--- src/rtl/mad_pkg.sv ---
package mad_pkg;

    localparam int DATA_W = 32;
    localparam int NDEV   = 8;

    typedef enum logic [2:0] {
        DEV_ROM   = 3'd0,
        DEV_RAM   = 3'd1,
        DEV_FWRAM = 3'd2,
        DEV_TRNG  = 3'd3,
        DEV_TIMER = 3'd4,
        DEV_UART  = 3'd5,
        DEV_TOUCH = 3'd6,
        DEV_SYS   = 3'd7
    } dev_e;

    typedef enum logic [1:0] {
        KIND_NONE   = 2'd0,
        KIND_DEV    = 2'd1,
        KIND_MODE   = 2'd2,
        KIND_SECRET = 2'd3
    } kind_e;

    // core codes in address bits [29:24]
    localparam logic [5:0] CORE_TRNG   = 6'h00;
    localparam logic [5:0] CORE_TIMER  = 6'h01;
    localparam logic [5:0] CORE_SECRET = 6'h02;
    localparam logic [5:0] CORE_UART   = 6'h03;
    localparam logic [5:0] CORE_TOUCH  = 6'h04;
    localparam logic [5:0] CORE_FWRAM  = 6'h10;
    localparam logic [5:0] CORE_SYS    = 6'h3f;

    // system-control offsets
    localparam logic [23:0] OFF_MODE      = 24'h20;
    localparam logic [23:0] OFF_LOAD_ADDR = 24'h30;
    localparam logic [23:0] OFF_LOAD_SIZE = 24'h34;
    localparam logic [23:0] OFF_HASH_PTR  = 24'h38;
    localparam logic [23:0] OFF_CDI       = 24'h40;
    localparam logic [23:0] OFF_HID_LO    = 24'h60;
    localparam logic [23:0] OFF_HID_HI    = 24'h70;

    localparam logic [31:0] MODE_ADDR = 32'hff00_0020;

    typedef struct packed {
        kind_e kind;
        dev_e  dev;
        logic  hide_app;
        logic  ro_app;
        logic  ro_always;
    } cls_t;

    typedef struct packed {
        logic              app;
        logic              rsp;
        logic              fault;
        logic              from_dev;
        dev_e              dev;
        logic [DATA_W-1:0] data;
    } st_t;

endpackage

--- src/rtl/mad_addr_classify.sv ---
module mad_addr_classify
    import mad_pkg::*;
#(
    parameter int ROM_BYTES    = 6144,
    parameter int RAM_BYTES    = 131072,
    parameter int FWRAM_BYTES  = 2048,
    parameter int SECRET_WORDS = 8,
    parameter int CDI_WORDS    = 8,
    parameter int IDX_W        = $clog2(SECRET_WORDS)
) (
    input  logic [31:0]      addr,
    output cls_t             cls,
    output logic [IDX_W-1:0] sec_idx
);
    localparam logic [29:0] ROM_LIM = 30'(ROM_BYTES);
    localparam logic [29:0] RAM_LIM = 30'(RAM_BYTES);
    localparam logic [23:0] FW_LIM  = 24'(FWRAM_BYTES);
    localparam logic [23:0] SEC_LIM = 24'(SECRET_WORDS * 4);
    localparam logic [23:0] CDI_END = OFF_CDI + 24'(CDI_WORDS * 4);

    logic [1:0]  top;
    logic [5:0]  core;
    logic [23:0] off;

    assign top     = addr[31:30];
    assign core    = addr[29:24];
    assign off     = addr[23:0];
    assign sec_idx = off[IDX_W+1:2];

    always_comb begin
        cls      = '0;
        cls.kind = KIND_NONE;
        cls.dev  = DEV_ROM;
        case (top)
            2'b00: if (addr[29:0] < ROM_LIM) begin
                cls.kind      = KIND_DEV;
                cls.dev       = DEV_ROM;
                cls.ro_always = 1'b1;
            end
            2'b01: if (addr[29:0] < RAM_LIM) begin
                cls.kind = KIND_DEV;
                cls.dev  = DEV_RAM;
            end
            2'b11: begin
                case (core)
                    CORE_TRNG:  begin cls.kind = KIND_DEV; cls.dev = DEV_TRNG;  end
                    CORE_TIMER: begin cls.kind = KIND_DEV; cls.dev = DEV_TIMER; end
                    CORE_UART:  begin cls.kind = KIND_DEV; cls.dev = DEV_UART;  end
                    CORE_TOUCH: begin cls.kind = KIND_DEV; cls.dev = DEV_TOUCH; end
                    CORE_SECRET: if (off < SEC_LIM) begin
                        cls.kind      = KIND_SECRET;
                        cls.hide_app  = 1'b1;
                        cls.ro_always = 1'b1;
                    end
                    CORE_FWRAM: if (off < FW_LIM) begin
                        cls.kind     = KIND_DEV;
                        cls.dev      = DEV_FWRAM;
                        cls.hide_app = 1'b1;
                    end
                    CORE_SYS: begin
                        cls.dev  = DEV_SYS;
                        cls.kind = (off == OFF_MODE) ? KIND_MODE : KIND_DEV;
                        cls.ro_app = (off == OFF_LOAD_ADDR) || (off == OFF_LOAD_SIZE) ||
                                     (off == OFF_HASH_PTR) ||
                                     ((off >= OFF_CDI) && (off < CDI_END));
                        cls.hide_app = (off >= OFF_HID_LO) && (off < OFF_HID_HI);
                    end
                    default: ;
                endcase
            end
            default: ;
        endcase
    end

endmodule

--- src/rtl/mad_secret_store.sv ---
module mad_secret_store #(
    parameter int          SECRET_WORDS = 8,
    parameter logic [31:0] SEED         = 32'h5a17_c0de,
    parameter int          IDX_W        = $clog2(SECRET_WORDS)
) (
    input  logic             clk,
    input  logic             rst_n,
    input  logic             take,
    input  logic [IDX_W-1:0] idx,
    output logic [31:0]      word
);
    localparam logic [31:0] STEP = 32'h0101_0101;

    logic [SECRET_WORDS-1:0] used_d, used_q;

    always_comb begin
        used_d = used_q;
        if (take) used_d[idx] = 1'b1;
        word = used_q[idx] ? 32'h0 : (SEED + 32'(idx) * STEP);
    end

    always_ff @(posedge clk or negedge rst_n) begin
        if (!rst_n) used_q <= '0;
        else        used_q <= used_d;
    end

endmodule

--- src/rtl/modal_addr_decoder.sv ---
module modal_addr_decoder
    import mad_pkg::*;
#(
    parameter int          ROM_BYTES    = 6144,
    parameter int          RAM_BYTES    = 131072,
    parameter int          FWRAM_BYTES  = 2048,
    parameter int          SECRET_WORDS = 8,
    parameter int          CDI_WORDS    = 8,
    parameter logic [31:0] SECRET_SEED  = 32'h5a17_c0de
) (
    input  logic                   clk,
    input  logic                   rst_n,
    input  logic                   cpu_valid,
    input  logic                   cpu_we,
    input  logic [31:0]            cpu_addr,
    output logic                   cpu_ready,
    output logic [31:0]            cpu_rdata,
    output logic                   access_fault,
    output logic [7:0]             dev_sel,
    output logic [7:0]             dev_we,
    input  logic [8*DATA_W-1:0]    dev_rdata,
    output logic                   app_mode
);
    localparam int IDX_W = $clog2(SECRET_WORDS);

    cls_t             cls;
    logic [IDX_W-1:0] sec_idx;
    logic [31:0]      sec_word;
    logic             sec_take;
    logic             hidden;
    logic             wr_block;
    st_t              st_d, st_q;

    mad_addr_classify #(
        .ROM_BYTES   (ROM_BYTES),
        .RAM_BYTES   (RAM_BYTES),
        .FWRAM_BYTES (FWRAM_BYTES),
        .SECRET_WORDS(SECRET_WORDS),
        .CDI_WORDS   (CDI_WORDS),
        .IDX_W       (IDX_W)
    ) u_classify (
        .addr   (cpu_addr),
        .cls    (cls),
        .sec_idx(sec_idx)
    );

    mad_secret_store #(
        .SECRET_WORDS(SECRET_WORDS),
        .SEED        (SECRET_SEED),
        .IDX_W       (IDX_W)
    ) u_secret (
        .clk  (clk),
        .rst_n(rst_n),
        .take (sec_take),
        .idx  (sec_idx),
        .word (sec_word)
    );

    always_comb begin
        st_d          = st_q;
        st_d.rsp      = cpu_valid;
        st_d.fault    = 1'b0;
        st_d.from_dev = 1'b0;
        st_d.dev      = cls.dev;
        st_d.data     = '0;
        dev_sel       = '0;
        dev_we        = '0;
        sec_take      = 1'b0;
        hidden        = st_q.app && cls.hide_app;
        wr_block      = cls.ro_always || (st_q.app && cls.ro_app);

        if (cpu_valid) begin
            case (cls.kind)
                KIND_NONE: st_d.fault = cpu_we;
                KIND_MODE: begin
                    if (cpu_we) st_d.app  = 1'b1;
                    else        st_d.data = st_q.app ? '1 : '0;
                end
                KIND_SECRET: begin
                    if (cpu_we || hidden) begin
                        st_d.fault = cpu_we;
                    end else begin
                        sec_take  = 1'b1;
                        st_d.data = sec_word;
                    end
                end
                default: begin
                    if (hidden) begin
                        st_d.fault = cpu_we;
                    end else if (cpu_we && wr_block) begin
                        st_d.fault = 1'b1;
                    end else begin
                        dev_sel[int'(cls.dev)] = 1'b1;
                        dev_we[int'(cls.dev)]  = cpu_we;
                        st_d.from_dev          = !cpu_we;
                    end
                end
            endcase
        end
    end

    always_ff @(posedge clk or negedge rst_n) begin
        if (!rst_n) begin
            st_q     <= '0;
            st_q.dev <= DEV_ROM;
        end else begin
            st_q <= st_d;
        end
    end

    assign cpu_ready    = st_q.rsp;
    assign access_fault = st_q.fault;
    assign app_mode     = st_q.app;
    assign cpu_rdata    = st_q.from_dev ? dev_rdata[int'(st_q.dev)*DATA_W +: DATA_W]
                                        : st_q.data;

endmodule

--- config.mk ---
export PLATFORM = sky130hd
export DESIGN_NAME = modal_addr_decoder
export DESIGN_NICKNAME = d
export VERILOG_FILES = /design/src/rtl/mad_pkg.sv /design/src/rtl/mad_addr_classify.sv /design/src/rtl/mad_secret_store.sv /design/src/rtl/modal_addr_decoder.sv
export SDC_FILE = /design/constraint.sdc
export NUM_CORES = 1
export LEC_CHECK = 0
export ABC_CLOCK_PERIOD_IN_PS = 3300
export BUFFER_PORTS_ARGS = -buffer_cell sky130_fd_sc_hd__buf_4
export CAP_MARGIN = 0
export CORE_AREA = 2 2 132 134
export DETAILED_ROUTE_END_ITERATION = 16
export DIE_AREA = 0 0 134 136
export GPL_TIMING_DRIVEN = 0
export MAX_ROUTING_LAYER = met4
export PLACE_DENSITY_LB_ADDON = 0.15
export SLEW_MARGIN = 25
export SYNTH_ARGS = -nofsm -noshare
export SYNTH_HDL_FRONTEND = slang
export SYNTH_HIERARCHICAL = 1
export SYNTH_SLANG_ARGS = --single-unit
--- constraint.sdc ---
create_clock -name clk -period 3.3 [get_ports clk]
set_input_delay 0 -clock clk [delete_from_list [all_inputs] [get_ports clk]]
set_output_delay 0 -clock clk [all_outputs]
set_load 0.005 [all_outputs]
* Word level (Yosys, flattened, before mapping)
Index checks and enable logic that the tools add are counted.
** Storage, ports and cells
- Flip-flop bits (word level) :: 47
- Bits of input ports :: 292
- Output and inout bits :: 51
** Cells by class
- $add $sub $neg :: 1
- Multiply operators :: 1
- Magnitude comparators :: 12
- Eq/ne operators :: 14
- Shift-type cells :: 1
- Mux-type cells :: 47
- Bitwise gates (word level) :: 2
- Reduce and logical (&&, ||, !) cells :: 19
** Operators by type and width (count)
- 256-bit by 9-bit indexed part select with 32-bit output :: 1
- 32-bit 2-to-1 mux :: 6
- 24-bit by 6-bit equality test with 1-bit output, second input constant :: 4
- 8-bit 2-to-1 mux :: 8
- 32-bit case mux with 2 select lines :: 1
- 24-bit by 7-bit >= comparator with 1-bit output, second input constant :: 2
- 24-bit by 7-bit less-than comparator with 1-bit output, second input constant :: 2
- 31-bit by 28-bit adder with 32-bit output, first input constant :: 1
- 30-bit by 13-bit less-than comparator with 1-bit output, second input constant :: 1
- 30-bit by 18-bit less-than comparator with 1-bit output, second input constant :: 1
- 3-bit by 25-bit multiplier with 28-bit output, second input constant :: 1
- 24-bit by 12-bit less-than comparator with 1-bit output, second input constant :: 1
- 24-bit by 6-bit less-than comparator with 1-bit output, second input constant :: 1
- 3-bit case mux with 6 select lines :: 1
- 1-bit 2-to-1 mux :: 16
- 5-bit case mux with 3 select lines :: 1
- 6-bit by 2-bit equality test with 1-bit output, second input constant :: 2
- 8-bit bitwise AND :: 1
- 3-bit by 4-bit less-than comparator with 1-bit output, second input constant :: 2
- 2-bit 2-to-1 mux :: 4
- 4-bit 2-to-1 mux :: 2
- 8-bit bitwise OR :: 1
- 2-bit case mux with 4 select lines :: 1
- 1-bit logical AND :: 7
- other kinds (19) :: 29

* Longest topological paths before layout
- Word-level depth :: 13
- Gate-level depth with buffers :: 12
- Gate-level depth less buffers :: 10

* Hierarchy
Netlist, hierarchy kept.
** By module, submodules not included
- modal_addr_decoder :: times used 1, cells an instance 492, area an instance 4289.1 µm², seq. area each 975.9 µm²
- mad_secret_store :: times used 1, cells an instance 77, area an instance 728.2 µm², seq. area each 200.2 µm²
- mad_addr_classify :: times used 1, cells an instance 74, area an instance 485.5 µm², seq. area each 0.0 µm²

* Worst setup path before layout
No wires, ideal clock.
- Kind :: input -> register
- Start :: input cpu_addr[25]
- End :: register u_secret.used_q[0]
- Setup time :: 0.064 ns
- Arrival time :: 2.306 ns
- Required time :: 3.236 ns
- Setup slack :: 0.930 ns
- Stages :: 11
- Cell sequence :: or2_1 maj3_2 o31ai_2 a21oi_1 a311oi_1 and3b_1 clkbuf_1 buf_2 and3_1 nor2b_1 a21o_1
** RTL lines
- start, declared :: line modal_addr_decoder.sv:15 : input logic [31:0] cpu_addr,
- end signal, assigned :: line mad_secret_store.sv:24 : else used_q <= used_d;
- end, declared :: line mad_secret_store.sv:14 : logic [SECRET_WORDS-1:0] used_d, used_q;

==> impl_metrics.yaml <==
synthesis:
  synthTopCellsByArea: "dfrtp_1 (21%), mux2i_1 (18%), nor2b_1 (7.8%)"
  yosys.area.top_type: "dfrtp_1"
  yosysSeqAreaShare: 0.214
  syn_area_sq_um: 5500
  synth_top_area_frac: 0.214
  ys_warn_count: 6
  synth_edf_count: 0
  async_flop_share: 1.00
  netlist_instances: 643
  ys_top_cells_by_count: "mux2i_1 (98), nor2b_1 (69), nor2_1 (55)"
  ys_ff_latch: 47
  yosysMostFrequentCell: "mux2i_1"
  synth_cell_type_count: 58
  postSynthAreaPerCell_sq_um: 8.56
  ys.flop_type: "dfrtp_1"
detailed_routing:
  top_layer: "met4"
  wl_per_cell_um: 19.4
  route.met2.wl_um: 11900
  wl_met1_um: 9930
  drt_wl_total_um: 23800
  vias_per_cell: 5.19
  wl_met3_um: 1600
  drtIter0Drc: 317
  ant_nets: 0
  vias: 6381
  drcViolationCount: 0
  dr.pass1.iters: 4
sta:
  maxSlewHeadroom: 0.420
  max_slew.worst_pin.slew_ns: 0.868
  period_needed_ns: 2.83
  finalClockSkew_ns: 0.00480
  setup-violations-final: 0
  fmax_ghz: 0.354
  fin_crit_sh: 0.857
  fin_tns_setup_ns: 0
  rsz0062_at_grt: "no"
  hold_violations: 0
  slew_viol_final: 0
grt:
  grt_usage: 0.253
  grt_overflow: 0
  grt_pass1_wl_um: 34600
  grt_pass1_vias: 6149
  grt_start_max_net_pins: 48
  antenna_found_initial: 3
cts:
  cts_buffers: 5
  insertion_delay_ns: 0.28
  cts_resized: 0
  cts-root-buf: "clkbuf_16"
  h-tree-depth: 2
  cts_tree: "done"
  clkTransAtPathRegs_ns: 0.06
  post_cts_buffers: 0
  hold_buffers: 3
  cts_sinks: 47
  clk_path_buf_depth: 2
setup_path:
  start_kind: "input pin"
  worstSetupEndpointType: "flop"
  slowest_delay_ns: 0.55
  cp.arrival_ns: 3.05
  cp_slowest_cell: "nor4_1"
  critPathMaxFanout: 10
  crit_chain: "buf_4 > nor4_1 > nand4_1 > a21oi_1 > a21oi_1 > a311oi_1 > and3b_1 > clkbuf_1 > buf_2 > and3_1 > nor2b_1 > a21o_1"
  required_ns: 3.52
  path_class: "input pin to flop"
  cp_common_cell: "a21oi_1"
hold_path:
  min_path_type: "input pin to flop"
floorplan:
  die_w_um: 134
  top_level_ports: 343
  die_h_um: 136
  core-area_sq_um: 16900
  start_util: 0.326
  placementRows: 48
  die_area_sq_um: 18200
placement:
  portBuffers: 342
  gp_congestion: 0.895
  dp_hpwl_um: 19700
final_layout:
  final_util: 0.509
  area_growth_pct: 56.2
  fillCellCount: 1657
  finalNetCount: 1304
  drive_gt1_frac: 0.423
power_and_ir_drop:
  vdd_drop_max_mv: 0.264
  cellPowerDensity_nw_per_um2: 195
  leakage_uw: 0.00412
run:
  drv_cap: 0
run_status:
  status: "completed"
## layout by cell type, fill, tap and decap left out, drive strengths merged, types with 3 or more instances in the layout
cell type	synthesis	routed
buf	59	401
mux2i	98	98
nor2b	69	69
nor2	55	55
dfrtp	47	47
nand3	36	36
a31oi	33	33
a22oi	33	33
a211o	32	32
a41o	32	32
clkbuf	18	24
nand2	14	14
nor3	13	13
ha	12	12
inv	12	12
a21oi	7	7
nor4	7	7
and2	7	7
nand2b	7	7
conb	1	6
a21o	5	5
a31o	5	5
diode	0	3
and3	3	3
o21ai	3	3
dlygate4sd3	0	3
nand4	3	3
## cells by family after synthesis
family / count (synthesis) / share of synthesized area
flops: 47 / 0.214
simple gates: 227 / 0.225
fa+ha+maj: 13 / 0.0293
compound gates: 165 / 0.240
other cells: 1 / 0.000681
mux: 101 / 0.186
buf+inv: 89 / 0.105
## routing by layer
layer / GRT usage / vias to the layer above
li1: - / 3123
met1: 0.302 / 3028
met2: 0.433 / 199
met3: 0.0559 / 31
met4: 0.0638 / 0
met5: - / -
## worst max-delay path: cells and delay by family
kind / cells / cell delay (ns)
and+or+nand+nor: 5 / 1.60
buffers and inverters: 3 / 0.61
AOI/OAI and AO/OA: 4 / 0.85
## registers in the layout, indices dropped and copies added, names as in the netlist
name	flops
app_mode	1
u_secret/used_q	8
st_q	36
access_fault	1
cpu_ready	1
## power breakdown
part	internal [uW]	switching [uW]
Sequential	578	0.427
Combinational	307	159
Clock	434	200
## path summary, 6_finish.rpt
check / slack (ns) / cells past startpoint / from / to
max in group asynchronous: 2.63 / 2 / rst_n / u_secret/used_q[1]$_DFFE_PN0P_
hold reg to reg: 0.46 / 1 / u_secret/used_q[6]$_DFFE_PN0P_ / u_secret/used_q[6]$_DFFE_PN0P_
setup / recovery: 0.47 / 12 / cpu_addr[27] / u_secret/used_q[4]$_DFFE_PN0P_
hold / removal: 0.21 / 3 / cpu_addr[31] / st_q[33]$_DFF_PN0_
min in group asynchronous: 0.26 / 2 / rst_n / st_q[8]$_DFF_PN0_
setup reg to reg: 1.28 / 9 / u_secret/used_q[7]$_DFFE_PN0P_ / st_q[8]$_DFF_PN0_
## per-stage QoR
stage / power, uW / instance area [sq um] / hold WS (ns) / std cells / setup slack (ns)
after floorplan: 732 / 5520 / -0.296 / 648 / 0.930
final: 1680 / 8600 / 0.206 / 1229 / 0.472
after detailed placement: 1050 / 8370 / 0.0498 / 1215 / 0.267
after CTS: 1690 / 8590 / 0.213 / 1226 / 0.514
after global routing: 1760 / 8600 / 0.248 / 1229 / 0.160
after global placement: 1040 / 8370 / 0.0497 / 1215 / 0.249
## area by class of cell
class / instances / area, sq um / share of cell area
tap: 225 / 282 / 0.0327
buffer: 77 / 528 / 0.0614
clock buffer: 6 / 129 / 0.0150
timing repair buffer: 345 / 2600 / 0.302
multi-input combinational: 512 / 3770 / 0.439
inverter: 12 / 47.5 / 0.00553
clock inverter: 2 / 60.1 / 0.00699
sequential: 47 / 1180 / 0.137
antenna: 3 / 7.51 / 0.000873
No activity file was read; power rests on OpenSTA's default activity.
